<file path="src/rtl/lsb_pkg.sv">
package lsb_pkg;
  typedef enum logic {
    OP_LOAD  = 1'b0,
    OP_STORE = 1'b1
  } mem_op_e;
endpackage

</file>
<file path="src/rtl/lsb_ring.sv">
module lsb_ring #(
  parameter int DEPTH = 4,
  localparam int IDXW = (DEPTH > 1) ? $clog2(DEPTH) : 1,
  localparam int CNTW = $clog2(DEPTH + 1)
) (
  input  logic            clk,
  input  logic            rst_n,
  input  logic            push,
  input  logic            pop,
  output logic [IDXW-1:0] head,
  output logic [IDXW-1:0] tail,
  output logic            full
);
  logic [CNTW-1:0] count;

  function automatic logic [IDXW-1:0] step(input logic [IDXW-1:0] p);
    return (p == IDXW'(DEPTH - 1)) ? '0 : p + 1'b1;
  endfunction

  always_ff @(posedge clk) begin
    if (!rst_n) begin
      head  <= '0;
      tail  <= '0;
      count <= '0;
    end else begin
      if (push) tail <= step(tail);
      if (pop)  head <= step(head);
      case ({push, pop})
        2'b10:   count <= count + 1'b1;
        2'b01:   count <= count - 1'b1;
        default: count <= count;
      endcase
    end
  end

  assign full = (count == CNTW'(DEPTH));
endmodule

</file>
<file path="src/rtl/lsb_slot.sv">
module lsb_slot
  import lsb_pkg::*;
#(
  parameter int AW   = 32,
  parameter int DW   = 32,
  parameter int TAGW = 4,
  parameter int OFFW = 16
) (
  input  logic            clk,
  input  logic            rst_n,
  input  logic            alloc,
  input  mem_op_e         a_op,
  input  logic [OFFW-1:0] a_off,
  input  logic [TAGW-1:0] a_dest,
  input  logic            a_base_rdy,
  input  logic [TAGW-1:0] a_base_tag,
  input  logic [DW-1:0]   a_base_val,
  input  logic            a_data_rdy,
  input  logic [TAGW-1:0] a_data_tag,
  input  logic [DW-1:0]   a_data_val,
  input  logic            cdb_valid,
  input  logic [TAGW-1:0] cdb_tag,
  input  logic [DW-1:0]   cdb_value,
  input  logic            release_i,
  output logic            busy,
  output mem_op_e         op,
  output logic            addr_ok,
  output logic [AW-1:0]   addr,
  output logic            data_ok,
  output logic [DW-1:0]   data,
  output logic [TAGW-1:0] dest
);
  logic [OFFW-1:0] off_q;
  logic [TAGW-1:0] base_tag_q, data_tag_q;
  logic            base_hit, data_hit, a_base_hit, a_data_hit;

  function automatic logic [AW-1:0] agen(input logic [DW-1:0] b, input logic [OFFW-1:0] o);
    return b[AW-1:0] + {{(AW - OFFW){o[OFFW-1]}}, o};
  endfunction

  assign base_hit   = cdb_valid && (cdb_tag == base_tag_q);
  assign data_hit   = cdb_valid && (cdb_tag == data_tag_q);
  assign a_base_hit = cdb_valid && (cdb_tag == a_base_tag);
  assign a_data_hit = cdb_valid && (cdb_tag == a_data_tag);

  always_ff @(posedge clk) begin
    if (!rst_n) begin
      busy       <= 1'b0;
      op         <= OP_LOAD;
      addr_ok    <= 1'b0;
      addr       <= '0;
      data_ok    <= 1'b0;
      data       <= '0;
      dest       <= '0;
      off_q      <= '0;
      base_tag_q <= '0;
      data_tag_q <= '0;
    end else if (alloc) begin
      busy       <= 1'b1;
      op         <= a_op;
      dest       <= a_dest;
      off_q      <= a_off;
      base_tag_q <= a_base_tag;
      data_tag_q <= a_data_tag;
      if (a_base_rdy) begin
        addr_ok <= 1'b1;
        addr    <= agen(a_base_val, a_off);
      end else if (a_base_hit) begin
        addr_ok <= 1'b1;
        addr    <= agen(cdb_value, a_off);
      end else begin
        addr_ok <= 1'b0;
      end
      if (a_op == OP_LOAD || a_data_rdy) begin
        data_ok <= 1'b1;
        data    <= a_data_val;
      end else if (a_data_hit) begin
        data_ok <= 1'b1;
        data    <= cdb_value;
      end else begin
        data_ok <= 1'b0;
      end
    end else begin
      if (release_i) busy <= 1'b0;
      if (busy && !addr_ok && base_hit) begin
        addr_ok <= 1'b1;
        addr    <= agen(cdb_value, off_q);
      end
      if (busy && !data_ok && data_hit) begin
        data_ok <= 1'b1;
        data    <= cdb_value;
      end
    end
  end
endmodule

</file>
<file path="src/rtl/lsb_resp.sv">
module lsb_resp #(
  parameter int DW   = 32,
  parameter int TAGW = 4
) (
  input  logic            clk,
  input  logic            rst_n,
  input  logic            fire_load,
  input  logic [TAGW-1:0] fire_tag,
  input  logic [DW-1:0]   mem_rdata,
  output logic            res_valid,
  output logic [TAGW-1:0] res_tag,
  output logic [DW-1:0]   res_value
);
  logic            pend;
  logic [TAGW-1:0] pend_tag;

  always_ff @(posedge clk) begin
    if (!rst_n) begin
      pend      <= 1'b0;
      pend_tag  <= '0;
      res_valid <= 1'b0;
      res_tag   <= '0;
      res_value <= '0;
    end else begin
      pend      <= fire_load;
      pend_tag  <= fire_tag;
      res_valid <= pend;
      if (pend) begin
        res_tag   <= pend_tag;
        res_value <= mem_rdata;
      end
    end
  end
endmodule

</file>
<file path="src/rtl/ldst_addr_buffer.sv">
module ldst_addr_buffer
  import lsb_pkg::*;
#(
  parameter int DEPTH = 4,
  parameter int AW    = 32,
  parameter int DW    = 32,
  parameter int TAGW  = 4,
  parameter int OFFW  = 16
) (
  input  logic            clk,
  input  logic            rst_n,
  input  logic            disp_valid,
  output logic            disp_ready,
  input  logic            disp_store,
  input  logic [OFFW-1:0] disp_offset,
  input  logic [TAGW-1:0] disp_dest,
  input  logic            disp_base_rdy,
  input  logic [TAGW-1:0] disp_base_tag,
  input  logic [DW-1:0]   disp_base_val,
  input  logic            disp_data_rdy,
  input  logic [TAGW-1:0] disp_data_tag,
  input  logic [DW-1:0]   disp_data_val,
  output logic            buf_full,
  input  logic            cdb_valid,
  input  logic [TAGW-1:0] cdb_tag,
  input  logic [DW-1:0]   cdb_value,
  output logic            mem_req_valid,
  input  logic            mem_req_ready,
  output logic            mem_req_write,
  output logic [AW-1:0]   mem_req_addr,
  output logic [DW-1:0]   mem_req_wdata,
  input  logic [DW-1:0]   mem_rdata,
  output logic            res_valid,
  output logic [TAGW-1:0] res_tag,
  output logic [DW-1:0]   res_value
);
  localparam int IDXW = (DEPTH > 1) ? $clog2(DEPTH) : 1;

  logic [IDXW-1:0] head, tail;
  logic            push, pop, full;
  mem_op_e         disp_op;

  logic            busy_v    [DEPTH];
  mem_op_e         op_v      [DEPTH];
  logic            addr_ok_v [DEPTH];
  logic [AW-1:0]   addr_v    [DEPTH];
  logic            data_ok_v [DEPTH];
  logic [DW-1:0]   data_v    [DEPTH];
  logic [TAGW-1:0] dest_v    [DEPTH];

  logic head_go;

  assign disp_op    = disp_store ? OP_STORE : OP_LOAD;
  assign disp_ready = !full;
  assign buf_full   = full;
  assign push       = disp_valid && disp_ready;
  assign pop        = mem_req_valid && mem_req_ready;

  lsb_ring #(.DEPTH(DEPTH)) u_ring (
    .clk(clk), .rst_n(rst_n), .push(push), .pop(pop),
    .head(head), .tail(tail), .full(full)
  );

  for (genvar i = 0; i < DEPTH; i++) begin : g_slot
    lsb_slot #(.AW(AW), .DW(DW), .TAGW(TAGW), .OFFW(OFFW)) u_slot (
      .clk        (clk),
      .rst_n      (rst_n),
      .alloc      (push && (tail == IDXW'(i))),
      .a_op       (disp_op),
      .a_off      (disp_offset),
      .a_dest     (disp_dest),
      .a_base_rdy (disp_base_rdy),
      .a_base_tag (disp_base_tag),
      .a_base_val (disp_base_val),
      .a_data_rdy (disp_data_rdy),
      .a_data_tag (disp_data_tag),
      .a_data_val (disp_data_val),
      .cdb_valid  (cdb_valid),
      .cdb_tag    (cdb_tag),
      .cdb_value  (cdb_value),
      .release_i  (pop && (head == IDXW'(i))),
      .busy       (busy_v[i]),
      .op         (op_v[i]),
      .addr_ok    (addr_ok_v[i]),
      .addr       (addr_v[i]),
      .data_ok    (data_ok_v[i]),
      .data       (data_v[i]),
      .dest       (dest_v[i])
    );
  end

  always_comb begin
    head_go       = busy_v[head] && addr_ok_v[head] &&
                    ((op_v[head] == OP_LOAD) || data_ok_v[head]);
    mem_req_valid = head_go;
    mem_req_write = (op_v[head] == OP_STORE);
    mem_req_addr  = addr_v[head];
    mem_req_wdata = data_v[head];
  end

  lsb_resp #(.DW(DW), .TAGW(TAGW)) u_resp (
    .clk       (clk),
    .rst_n     (rst_n),
    .fire_load (pop && !mem_req_write),
    .fire_tag  (dest_v[head]),
    .mem_rdata (mem_rdata),
    .res_valid (res_valid),
    .res_tag   (res_tag),
    .res_value (res_value)
  );
endmodule

</file>
<file path="config.mk">
export PLATFORM = sky130hd
export DESIGN_NAME = ldst_addr_buffer
export DESIGN_NICKNAME = d
export VERILOG_FILES = /design/src/rtl/lsb_pkg.sv /design/src/rtl/lsb_ring.sv /design/src/rtl/lsb_slot.sv /design/src/rtl/lsb_resp.sv /design/src/rtl/ldst_addr_buffer.sv
export SDC_FILE = /design/constraint.sdc
export NUM_CORES = 2
export LEC_CHECK = 0
export BUFFER_PORTS_ARGS = -buffer_cell sky130_fd_sc_hd__buf_2
export CELL_PAD_IN_SITES_DETAIL_PLACEMENT = 0
export CELL_PAD_IN_SITES_GLOBAL_PLACEMENT = 1
export CORE_ASPECT_RATIO = 1.2
export CORE_MARGIN = 2
export CORE_UTILIZATION = 50
export DETAILED_ROUTE_END_ITERATION = 12
export GPL_TIMING_DRIVEN = 0
export PLACE_DENSITY = 0.84
export SYNTH_ARGS = -nofsm -noshare
export SYNTH_HDL_FRONTEND = slang
export SYNTH_HIERARCHICAL = 1
export SYNTH_SLANG_ARGS = --single-unit
</file>
<file path="constraint.sdc">
create_clock -name clk -period 6.46 [get_ports clk]
set_input_delay 0.646 -clock clk [delete_from_list [all_inputs] [get_ports clk]]
set_output_delay 0.646 -clock clk [all_outputs]
set_load 0.005 [all_outputs]
</file>
==> flow_metrics.env <==
export IMPL_synthMuxAreaShare_pct=17.7
export IMPL_insertion_delay_ns=0.64
export IMPL_cp_required_ns=6.95
export IMPL_end_kind="register"
export IMPL_route_met2_wl_mm=60.4
export IMPL_ff2ff_path_depth=12
export IMPL_critPathTopFamily="compound AO/OA/AOI/OAI gates"
export IMPL_min_to="u_resp/res_value[24]"
export IMPL_synth_top_family_by_area="compound AO/OA/AOI/OAI gates"
export IMPL_cp_arrival_ns=5.17
export IMPL_path_cells="clkbuf_1 > clkbuf_1 > mux2_2 > ha_1 > a21oi_1 > o21ai_0 > a221oi_1 > nand4_1 > a21oi_1 > o31ai_1 > o21ai_1 > mux2i_1 > or2_1"
export IMPL_ys_flop_type="dfxtp_1"
export IMPL_synth_edff_count=0
export IMPL_syn_area_um2=34100
export IMPL_path_max_fanout=10
export IMPL_crit_path_max_incr_delay_ns=0.58
export IMPL_sw_frac_of_total_pct=33.9
export IMPL_fin_worst_skew_ns=0.0463
export IMPL_drt_wirelength_per_cell_um=25.2
export IMPL_cts_max_path_buffers=3
export IMPL_synth_compound_area_share_pct=23.1
export IMPL_grt_pass1_vias=31900
export IMPL_synth_top_area_share_pct=25.4
export IMPL_initialDrtViolationCount=2251
export IMPL_vias_per_cell=6.29
export IMPL_core_region_area_um2=67300
export IMPL_antenna_found_initial=6
export IMPL_via_count=32500
export IMPL_fin_setup_tns_ns=0
export IMPL_grt_overflow_total=0
export IMPL_nets=4658
export IMPL_p_leak_uw=0.0160
export IMPL_post_route_min_period_ns=4.68
export IMPL_r2r_slack_ns=1.83
export IMPL_cp_start_kind="input pin"
export IMPL_ios=273
export IMPL_slew_headroom_pct=1.00
export IMPL_drc=0
export IMPL_wl_met3_mm=9.02
export IMPL_postSynthAreaPerCell_um2=8.73
export IMPL_die_h_um=290
export IMPL_root_buffer="clkbuf_16"
export IMPL_yosys_top_cells_count="439 x nor2_1, 433 x dfxtp_1, 306 x a21oi_1, 305 x mux2i_1, 251 x ha_1"
export IMPL_worst_setup_path_type="input pin to register"
export IMPL_clk_pin_slew_ns=0.06
export IMPL_dr_max_layer_used="met5"
export IMPL_setup_viol=0
export IMPL_grt_start_max_net_pins=47
export IMPL_worst_pin_slew_ns=1.47
export IMPL_outcome="finished, violations left"
export IMPL_dieArea_um2=70300
export IMPL_final_max_slew_viol_count=0
export IMPL_gp_congestion=0.984
export IMPL_die_width_um=242
export IMPL_multi_input_area_um2=24300
export IMPL_hold_viol_final=0
export IMPL_cts_tree="done"
export IMPL_synth_cell_type_count=94
export IMPL_rr_endpoint="g_slot[2].u_slot/addr[21]"
export IMPL_synth_most_common_cell="nor2_1"
export IMPL_drive_gt1_share_pct=14.7
export IMPL_met1Wirelength_mm=52.1
export IMPL_place_port_buffers=271
export IMPL_syn_nets=4335
export IMPL_p_per_area_nw_per_um2=214
export IMPL_cts_max_level=2
export IMPL_post_route_util_pct=56.9
export IMPL_yosys_warnings=6
export IMPL_yosys_area_share_xor_xnor_pct=6.73
export IMPL_cts_setup_buffers=0
export IMPL_whs_path_depth=3
export IMPL_hold_buffers=0
export IMPL_wl_mm=130
export IMPL_rsz0062_at_grt="no"
export IMPL_fin_ws_ns=1.78
export IMPL_synth_yosys_seq_area_share_pct=25.4
export IMPL_maxCapViolCount=1
export IMPL_p_comb_share_pct=28.5
export IMPL_power_switching_uw=2780
export IMPL_fmaxAchievable_ghz=0.214
export IMPL_hold_start="mem_rdata[24]"
export IMPL_yosysTopAreaCell="dfxtp_1"
export IMPL_synth_cells=3907
export IMPL_ys_ff_latch=433
export IMPL_cp_slowest_cell="clkbuf_1"
export IMPL_synth_adder_area_share_pct=9.74
export IMPL_intPower_uw=5430
export IMPL_post_place_ws_ns=1.29
export IMPL_ant_nets=0
export IMPL_seq_area_um2=8670
export IMPL_area_growth_pct=12.3
export IMPL_power_uw=8200
export IMPL_post_route_period_util_pct=72.5
export IMPL_synth_area_leaders="dfxtp_1 25%, ha_1 9.2%, mux2i_1 9.0%, nor2_1 4.8%, mux4_2 4.6%"
export IMPL_hpwlAfterDp_mm=103
export IMPL_grtUsageTotal_pct=35.7
export IMPL_cts_repair_resize_count=0
export IMPL_cts_sinks=433
export IMPL_numCtsBuffers=49
export IMPL_reg2reg_from="u_ring/count[0]"
export IMPL_vdd_ir_drop_max_mv=0.199
export IMPL_power_frac_seq_pct=35.3
export IMPL_start_util_pct=50.7
export IMPL_grt_pass1_wl_mm=193
export IMPL_async_reset_ff_share_pct=0
export IMPL_rows=104
export IMPL_clockPowerShare_pct=36.2
export IMPL_synth_simple_gate_area_share_pct=13.9
export IMPL_fill_cells=6434
export IMPL_violations="max-capacitance violations"
export IMPL_hold_class="input pin to register"
export IMPL_drtPass1Iterations=6
export IMPL_critical_path_buf_inv_count=2
-- routing by layer --
layer  vias to the layer above  track usage, %
li1                      15300               -
met1                     15600            43.1
met2                      1249            59.7
met3                       366            5.54
met4                         4            21.7
met5                         -               0
-- kinds of logic after synthesis --
family,Yosys count
muxes,500
AOI/OAI and AO/OA,1162
adders and majority gates,260
DFF,433
and+or+nand+nor,1013
buffers and inverters,277
xor gates and xnor gates,262
-- worst min-delay path: cells and delay by family --
kind | cells | cell delay (ns)
mux | 1 | 0.06
buf+inv | 1 | 0.07
simple gates | 1 | 0.09
-- power by group through the flow --
stage / logic [µW] / clock network [µW] / registers, µW
3_5_place_dp: 2280 / 0 / 2950
2_1_floorplan: 1580 / 0 / 2900
3_3_place_gp: 2270 / 0 / 2950
4_1_cts: 2290 / 3000 / 2890
6_report: 2340 / 2970 / 2900
5_1_grt: 2520 / 3100 / 2910
-- placed cells by master (no fill, tap or decap), types with 26 or more instances in the layout --
master,netlist,routed
o21a_1,44,44
o21bai_1,33,33
a211oi_1,175,175
dfxtp_1,433,433
mux4_2,70,70
xor2_1,100,100
o221ai_1,26,26
clkbuf_1,168,183
a21oi_1,306,306
mux2i_1,305,305
nor3_1,42,42
buf_2,8,278
clkbuf_16,0,49
inv_1,62,62
o21ai_0,181,181
nand4_1,41,41
a21o_1,111,111
o211ai_1,27,27
a31oi_1,33,33
mux2_2,124,124
xnor2_1,162,162
ha_1,251,251
nand3_1,57,57
nor2b_1,62,62
and3_1,31,31
nor2_1,439,439
nand2_1,209,209
-- registers in the layout, summed over array words and instances (netlist names) --
name	cells
u_ring/tail	2
u_resp/res_value	32
g_slot.u_slot/busy	4
g_slot.u_slot/addr	128
u_ring/head	2
g_slot.u_slot/data_tag_q	16
g_slot.u_slot/base_tag_q	16
g_slot.u_slot/addr_ok	4
u_resp/pend	1
u_ring/count	3
g_slot.u_slot/op	4
g_slot.u_slot/data_ok	4
u_resp/pend_tag	4
u_resp/res_tag	4
g_slot.u_slot/dest	16
g_slot.u_slot/data	128
u_resp/res_valid	1
g_slot.u_slot/off_q	64
-- final cells by class --
type                       instances  share of cell area [%]
multi-input combinational       3197                    63.4
timing repair buffer             272                    3.62
clock buffer                      69                    3.53
antenna                            5                  0.0327
inverter                          69                   0.676
tap                              901                    2.94
buffer                           208                    2.32
clock inverter                    18                   0.810
sequential                       433                    22.6
-- how the worst max path moves through the flow --
stage / startpoint / endpoint / slack, ns / cells after the start
after detailed placement: disp_base_rdy / g_slot[3].u_slot/addr[31] / 1.29 / 13
after global routing: u_ring/count[0] / g_slot[2].u_slot/addr[16] / 1.68 / 12
final: disp_base_rdy / g_slot[3].u_slot/addr[31] / 1.78 / 13
after global placement: disp_base_rdy / g_slot[3].u_slot/addr[31] / 1.31 / 13
after floorplan: disp_base_rdy / g_slot[1].u_slot/addr[24] / 2.62 / 13
after CTS: disp_base_rdy / g_slot[3].u_slot/addr[31] / 1.93 / 13
-- through the flow --
| stage | std cells | hold slack, ns | area (µm²) |
|---|---|---|---|
| after global routing | 5171 | 0.263 | 38300 |
| after floorplan | 3907 | 0.429 | 34100 |
| final | 5172 | 0.257 | 38300 |
| after CTS | 5167 | 0.220 | 38300 |
| after global placement | 5079 | 0.464 | 36600 |
| after detailed placement | 5080 | 0.478 | 36600 |
No activity file was read; power rests on OpenSTA's default activity.
